==> config.mk <==
export PLATFORM = sky130hd
export DESIGN_NAME = bus_grant_arbiter
export DESIGN_NICKNAME = d
export VERILOG_FILES = /design/src/rtl/bga_pkg.sv /design/src/rtl/bga_serial_chain.sv /design/src/rtl/bga_parallel_sel.sv /design/src/rtl/bus_grant_arbiter.sv
export SDC_FILE = /design/constraint.sdc
export NUM_CORES = 1
export LEC_CHECK = 0
export CAP_MARGIN = 10
export CORE_AREA = 2 2 39 41
export CTS_BUF_LIST = sky130_fd_sc_hd__clkbuf_8
export DETAILED_ROUTE_END_ITERATION = 10
export DIE_AREA = 0 0 41 43
export SYNTH_ARGS = -nofsm -noshare
export SYNTH_HDL_FRONTEND = slang
export SYNTH_SLANG_ARGS = --single-unit
==> constraint.sdc <==
create_clock -name clk -period 1.63 [get_ports clk]
set_input_delay 0.326 -clock clk [delete_from_list [all_inputs] [get_ports clk]]
set_output_delay 0.326 -clock clk [all_outputs]
set_load 0.05 [all_outputs]
==> src/rtl/bga_pkg.sv <==
package bga_pkg;
  typedef enum logic {ARB_SERIAL = 1'b0, ARB_PARALLEL = 1'b1} arb_style_e;
endpackage

==> src/rtl/bga_serial_chain.sv <==
module bga_serial_chain #(
  parameter int N_SLOTS = 4
) (
  input  logic               clk,
  input  logic               rst,
  input  logic               ack,
  input  logic               ack_rise,
  input  logic [N_SLOTS-1:0] slot_req,
  output logic               any_req,
  output logic [N_SLOTS-1:0] grant_in,
  output logic [N_SLOTS-1:0] grant_out,
  output logic               settled
);
  logic [N_SLOTS-1:0] reach_q;
  logic [N_SLOTS-1:0] snap_q;
  logic [N_SLOTS-1:0] reach_nx;

  assign any_req = |slot_req;

  // One pass-through cell per slot: each cell forwards the token unless its slot requested.
  for (genvar i = 0; i < N_SLOTS; i++) begin : g_cell
    assign grant_out[i] = reach_q[i] & ~snap_q[i];
    if (i == 0) begin : g_head
      assign reach_nx[i] = reach_q[i];
    end else begin : g_link
      assign reach_nx[i] = reach_q[i] | grant_out[i-1];
    end
  end

  always_ff @(posedge clk) begin
    if (rst || !ack) begin
      reach_q <= '0;
      snap_q  <= '0;
    end else if (ack_rise) begin
      reach_q <= N_SLOTS'(1);
      snap_q  <= slot_req;
    end else begin
      reach_q <= reach_nx;
    end
  end

  assign grant_in = reach_q;
  assign settled  = (|(reach_q & snap_q)) | grant_out[N_SLOTS-1];
endmodule

==> src/rtl/bga_parallel_sel.sv <==
module bga_parallel_sel #(
  parameter int N_SLOTS     = 4,
  parameter int WAIT_CYCLES = 1
) (
  input  logic               clk,
  input  logic               rst,
  input  logic               ack,
  input  logic               ack_rise,
  input  logic [N_SLOTS-1:0] slot_req,
  output logic               any_req,
  output logic [N_SLOTS-1:0] grant_in,
  output logic [N_SLOTS-1:0] grant_out,
  output logic               settled
);
  localparam int IDX_W = (N_SLOTS > 1) ? $clog2(N_SLOTS) : 1;
  localparam int CNT_W = $clog2(WAIT_CYCLES + 1) + 1;

  logic [IDX_W-1:0]   win_idx;
  logic [N_SLOTS-1:0] decoded;
  logic [N_SLOTS-1:0] sel_q;
  logic [CNT_W-1:0]   cnt_q;

  // Priority encoder: the lowest index wins.
  always_comb begin
    win_idx = '0;
    for (int i = N_SLOTS - 1; i >= 0; i--) begin
      if (slot_req[i]) win_idx = IDX_W'(i);
    end
  end
  assign any_req = |slot_req;

  // Decoder, enabled only when the encoder reports a request.
  for (genvar i = 0; i < N_SLOTS; i++) begin : g_dec
    assign decoded[i] = any_req && (win_idx == IDX_W'(i));
  end

  always_ff @(posedge clk) begin
    if (rst || !ack) begin
      sel_q <= '0;
      cnt_q <= '0;
    end else begin
      if (ack_rise) sel_q <= decoded;
      if (cnt_q < CNT_W'(WAIT_CYCLES)) cnt_q <= cnt_q + 1'b1;
    end
  end

  assign grant_in  = sel_q;
  assign grant_out = '0;
  assign settled   = (cnt_q >= CNT_W'(WAIT_CYCLES));
endmodule

==> src/rtl/bus_grant_arbiter.sv <==
module bus_grant_arbiter #(
  parameter int                  N_SLOTS     = 4,
  parameter bga_pkg::arb_style_e STYLE       = bga_pkg::ARB_SERIAL,
  parameter int                  WAIT_CYCLES = 1
) (
  input  logic               clk,
  input  logic               rst,
  input  logic [N_SLOTS-1:0] slot_req,
  input  logic               host_ack,
  output logic               host_req,
  output logic [N_SLOTS-1:0] grant_in,
  output logic [N_SLOTS-1:0] grant_out,
  output logic               host_wait
);
  logic ack_q;
  logic ack_rise;
  logic any_req;
  logic settled;

  always_ff @(posedge clk) begin
    if (rst) begin
      ack_q    <= 1'b0;
      host_req <= 1'b0;
    end else begin
      ack_q    <= host_ack;
      host_req <= any_req;
    end
  end
  assign ack_rise = host_ack & ~ack_q;

  if (STYLE == bga_pkg::ARB_SERIAL) begin : g_serial
    bga_serial_chain #(.N_SLOTS(N_SLOTS)) u_chain (
      .clk(clk), .rst(rst), .ack(host_ack), .ack_rise(ack_rise),
      .slot_req(slot_req), .any_req(any_req), .grant_in(grant_in),
      .grant_out(grant_out), .settled(settled)
    );
  end else begin : g_parallel
    bga_parallel_sel #(.N_SLOTS(N_SLOTS), .WAIT_CYCLES(WAIT_CYCLES)) u_sel (
      .clk(clk), .rst(rst), .ack(host_ack), .ack_rise(ack_rise),
      .slot_req(slot_req), .any_req(any_req), .grant_in(grant_in),
      .grant_out(grant_out), .settled(settled)
    );
  end

  assign host_wait = host_ack & ~settled;
endmodule

==> results_dict.tcl, run 1 <==
set metrics [dict create \
    clock-sinks 10 \
    worst_setup_slack_before_clock_tree_synthesis_ps 117 \
    first_global_vias 313 \
    post_synthesis_instance_area_sq_um 399 \
    global_route.overflow_total 0 \
    num_antenna_cells 0 \
    core_area_sq_mm 0.00138 \
    hold_path_class "reg2reg" \
    synthDistinctLibCells 15 \
    maxSlewViolCount 0 \
    numPortBuffers 16 \
    antenna_found_initial 0 \
    mappedNetlistNets 44 \
    rr_worst_depth 2 \
    ctsHtreeMaxLevel 1 \
    finalInstanceArea_sq_um 654 \
    post-cts-setup-buffer-count 0 \
    clock_skew_ps 2.59 \
    tritoncts "yes" \
    drt_wl_total_um 744 \
    fill_cells 137 \
    placed_area_sq_um 613 \
    grt_first_pass_wirelength_um 1240 \
    cts_buf_count 3 \
    synth_warnings 0 \
    report.final.hold_viol_count 0 \
    final.setup.tns_ps 0 \
    area_growth_syn_to_layout_pct 63.9 \
    final_min_period_over_clock_period_pct 92.9 \
    remaining_drc_errors 0 \
    routed_via_density 4.49 \
    num_rows 14 \
    fin_ws_ps 115 \
    max_slew_margin_pct 76.5 \
    grt.total_usage_pct 11.1 \
    yosysSeqAreaShare_pct 50.2 \
    critical_path.reg2reg.startpoint "ack_q$_SDFF_PP0_" \
    grt_setup_unrepaired "false" \
    max_freq_ghz 0.660 \
    post-route-min-period_ps 1510 \
    layout.nets 64 \
    status "complete, no violations" \
    ff2ff_setup_slack_ps 720 \
    dp_hpwl_um 600 \
    drt-wirelength-per-cell_um 10.5 \
    io_pins 17 \
    drtAntennaViolNets 0 \
    clk_latency_ps 230 \
    cellPowerDensity_mw_per_mm2 905 \
    cap_viol_max_count 0 \
    leakagePower_nw 0.328 \
    vias 319 \
    fp.dieW_um 41 \
    cts_root_buf "clkbuf_8" \
    final-setup-viol-count 0 \
    critPathRequiredTime_ps 1300 \
    timing.critical_path.fanout_max 2 \
    firstDrtPassIters 2 \
    cts_hold_buf 0 \
    final_common_cell "dfxtp_1" \
    final_cell_mix "dfxtp_1, clkdlybuf4s50_1, buf_4" \
    hold_path_startpoint "g_serial.u_chain.grant_in[0]$_SDFFE_PP0P_" \
    die_height_um 43 \
    crit_type "in2out" \
    cts.path.max_buffers 2 \
    post_cts_resize_count 0 \
    floorplan.initialDensity_pct 28.8 \
    synth_cells 37 \
    worstMarginPinSlew_ps 351 \
    layout-drive-gt1-share_pct 32.7 \
    drt_iter0_markers 2 \
    vdd.ir_drop.worst_mv 0.453 \
    floorplan.die_area_sq_mm 0.00176 \
    gpl.final_weighted_congestion 0.692 \
    total_of_flip_flops_plus_latches_after_synthesis 10 \
    hold_depth 2 \
    clock_transition_at_the_registers_of_the_reported_paths_ps 40 \
    setup.worst_path.end_class "primary output" \
    cp_data_arrival_time_ps 1190 \
    syn_area_per_cell_sq_um 10.8 \
    whs_endpoint "g_serial.u_chain.grant_in[0]$_SDFFE_PP0P_" \
    grt_start_max_net_pins 7 \
    terminus_of_the_critical_flop_to_flop_path "g_serial.u_chain.snap_q[1]$_SDFFE_PP0P_" \
    setup.worst_path.start_class "primary input" \
]
final cells by class:
type	instances	area, sq um	area share [%]
clock buffer	3	41.3	6.31
inverter	2	7.51	1.15
multi-input combinational	23	180	27.5
sequential	10	200	30.6
tap	16	20.0	3.06
timing repair buffer	17	205	31.4
state kept, by name, indices dropped and copies added, names as in the netlist:
signal	flops
g_serial.u_chain.grant_in	4
ack_q	1
g_serial.u_chain.snap_q	4
host_req	1
cell families (layout without fill, tap and decap cells):
group | count (synthesis) | count (layout) | share of synthesized area (%)
buf+inv | 4 | 22 | 6.58
mux | 4 | 4 | 10.0
compound gates | 5 | 5 | 10.7
flops | 10 | 10 | 50.2
simple gates | 14 | 14 | 22.6
per-layer routing:
metal	up-vias	track usage [%]	routed length (um)
met2	13	14.7	327
met5	-	0	0
met1	145	12.7	338
met4	0	10.0	19
li1	159	-	-
met3	2	4.71	59
Yosys cell counts:
library cell   n  area (sq um)
o21ba_1        3          30.0
nor2b_1        4          25.0
nand3b_4       1          20.0
a21oi_1        1          5.00
nand2b_1       1          6.26
mux2i_1        4          40.0
nor4_1         1          6.26
nand2_1        1          3.75
and4b_1        1          10.0
nor2_1         5          18.8
buf_6          1          11.3
a22oi_1        1          7.51
inv_1          2          7.51
buf_4          1          7.51
dfxtp_1       10           200
worst max-delay path by stage:
| stage | start | end | slack, ps |
|---|---|---|---|
| 5_1_grt | g_serial.u_chain.snap_q[1]$_SDFFE_PP0P_ | host_wait | 80 |
| 4_1_cts | host_ack | host_wait | 110 |
| 2_1_floorplan | g_serial.u_chain.grant_in[1]$_SDFF_PP0_ | grant_out[1] | 80 |
| 3_5_place_dp | host_ack | host_wait | 120 |
| 6_report | host_ack | host_wait | 120 |
| 3_3_place_gp | host_ack | host_wait | 130 |
power breakdown:
group	total (mW)	internal, mW	switching, mW
clock	0.249	0.161	0.0879
combinational	0.0803	0.0410	0.0393
sequential	0.263	0.254	0.00858
total	0.592	0.456	0.136
worst max-delay path, stage by stage:
cell	delay, ps
clkdlybuf4s50_1	470
and4b_1	240
buf_12	150
through the flow:
stage                     cells  util [%]  hold WS, ps  total power [mW]
after CTS                    71      47.3          469             0.598
after floorplan              37         -          398             0.311
after global routing         71      47.3          512             0.615
after detailed placement     68      44.3          465             0.349
final                        71      47.3          466             0.592
after global placement       68      44.3          464             0.348
Power figures use the tool's default switching activity.
==> run 2: changes to the inputs <==
- DONT_BUFFER_PORTS: default -> 1
- PLACE_DENSITY_LB_ADDON: default -> 0.1
==> results_dict.tcl, run 2 (same netlist as run 1, synthesis figures left out) <==
set metrics [dict create \
    status "complete, no violations" \
    final-setup-viol-count 0 \
    cts_buf_count 3 \
    num_antenna_cells 0 \
    clk_latency_ps 220 \
    drtAntennaViolNets 0 \
    ctsHtreeMaxLevel 1 \
    leakagePower_nw 0.287 \
    hold_depth 1 \
    layout-drive-gt1-share_pct 34.0 \
    hold_path_class "in2reg" \
    worstMarginPinSlew_ps 476 \
    numPortBuffers 0 \
    vias 284 \
    timing.critical_path.fanout_max 3 \
    global_route.overflow_total 0 \
    grt_first_pass_wirelength_um 1040 \
    maxSlewViolCount 0 \
    max_slew_margin_pct 68.2 \
    cts_hold_buf 0 \
    totalPowerFinal_mw 0.554 \
    crit_type "reg2out" \
    hold_path_startpoint "rst" \
    slowest_delay_ps 330 \
    terminus_of_the_critical_flop_to_flop_path "g_serial.u_chain.grant_in[3]$_SDFF_PP0_" \
    drt_wl_total_um 690 \
    grt_setup_unrepaired "false" \
    cap_viol_max_count 0 \
    cell_with_the_largest_stage_delay_on_the_worst_path "dfxtp_1" \
    firstDrtPassIters 2 \
    grt_start_max_net_pins 7 \
    clock_transition_at_the_registers_of_the_reported_paths_ps 40 \
    floorplan.initialDensity_pct 28.8 \
    drt-wirelength-per-cell_um 11.0 \
    floorplan.die_area_sq_mm 0.00176 \
    setup.worst_path.end_class "primary output" \
    post-route-min-period_ps 1440 \
    first_global_vias 270 \
    critPathRequiredTime_ps 1300 \
    antenna_found_initial 0 \
    clock-sinks 10 \
    clock_skew_ps 0.618 \
    area_growth_syn_to_layout_pct 35.7 \
    setup.worst_path.start_class "flop" \
    grt.total_usage_pct 9.17 \
    rr_worst_depth 3 \
    routed_via_density 4.51 \
    cts.path.max_buffers 2 \
    cp_data_arrival_time_ps 1120 \
    path_cells "a22oi_1, and4b_1, buf_12" \
    post_cts_resize_count 0 \
    ff2ff_setup_slack_ps 690 \
    cts_root_buf "clkbuf_8" \
    tritoncts "yes" \
    fp.dieW_um 41 \
    instances_no_fill 63 \
    gpl.final_weighted_congestion 0.630 \
    final_min_period_over_clock_period_pct 88.6 \
    whs_endpoint "host_req$_SDFF_PP0_" \
    layout.nets 56 \
    drt_iter0_markers 3 \
    max_freq_ghz 0.693 \
    num_rows 14 \
    place.detailed.instances 60 \
    final.setup.tns_ps 0 \
    post-cts-setup-buffer-count 0 \
    critical_path.reg2reg.startpoint "g_serial.u_chain.grant_in[2]$_SDFF_PP0_" \
    report.final.hold_viol_count 0 \
    remaining_drc_errors 0 \
    core_area_sq_mm 0.00138 \
    cellPowerDensity_mw_per_mm2 1020 \
    final_cell_mix "dfxtp_1, buf_4, nor2_1" \
    final_common_cell "dfxtp_1" \
    vdd.ir_drop.worst_mv 0.454 \
    die_height_um 43 \
    io_pins 17 \
]
[run 2: changes by cell type in the layout (fill, tap and decap cells not counted), sizes merged]
cell           change
clkdlybuf4s50      -6
buf                -2
[run 2: cell type report]
type	count	area [sq um]
repair buffers	9	92.6
well taps	16	20.0
multi-input cells	23	180
fillers	147	842
clock buffers	3	41.3
flip-flops and latches	10	200
inverters	2	7.51
[run 2: worst max-delay path, delay by kind of cell, from the launching register on]
family / cells / cell delay (ps)
buf+inv: 1 / 150
compound gates: 1 / 160
simple gates: 1 / 260
flops: 1 / 330
[run 2: how the worst max path moves through the flow]
stage / cells past startpoint / start / to / slack (ps)
after floorplan: 1 / g_serial.u_chain.grant_in[1]$_SDFF_PP0_ / grant_out[1] / 80
after global placement: 3 / g_serial.u_chain.snap_q[1]$_SDFFE_PP0P_ / host_wait / 440
after detailed placement: 3 / g_serial.u_chain.snap_q[1]$_SDFFE_PP0P_ / host_wait / 410
after CTS: 3 / g_serial.u_chain.snap_q[1]$_SDFFE_PP0P_ / host_wait / 170
after global routing: 3 / g_serial.u_chain.snap_q[1]$_SDFFE_PP0P_ / host_wait / 100
final: 3 / g_serial.u_chain.snap_q[1]$_SDFFE_PP0P_ / host_wait / 190
[run 2: power by group]
part	switching [mW]	leakage (nW)	internal (mW)
sequential	0.0144	0.0820	0.254
combinational	0.0265	0.183	0.0211
clock	0.0771	0.0216	0.160
total	0.118	0.287	0.436
[run 2: layer usage]
layer | wire length [um] | GRT usage [%]
met1 | 268 | 9.45
met2 | 305 | 12.8
met3 | 116 | 4.71
met4 | 0 | 8.00
met5 | 0 | 0
[run 2: per-stage QoR]
| step | worst slack (ps) | hold slack (ps) | area (sq um) | util [%] |
|---|---|---|---|---|
| 6_report | 186 | 169 | 542 | 39.2 |
| 5_1_grt | 98.7 | 159 | 542 | 39.2 |
| 4_1_cts | 167 | 165 | 542 | 39.2 |
| 3_5_place_dp | 411 | 404 | 500 | 36.2 |
| 3_3_place_gp | 442 | 402 | 500 | 36.2 |
| 2_1_floorplan | 76.3 | 398 | 407 | - |
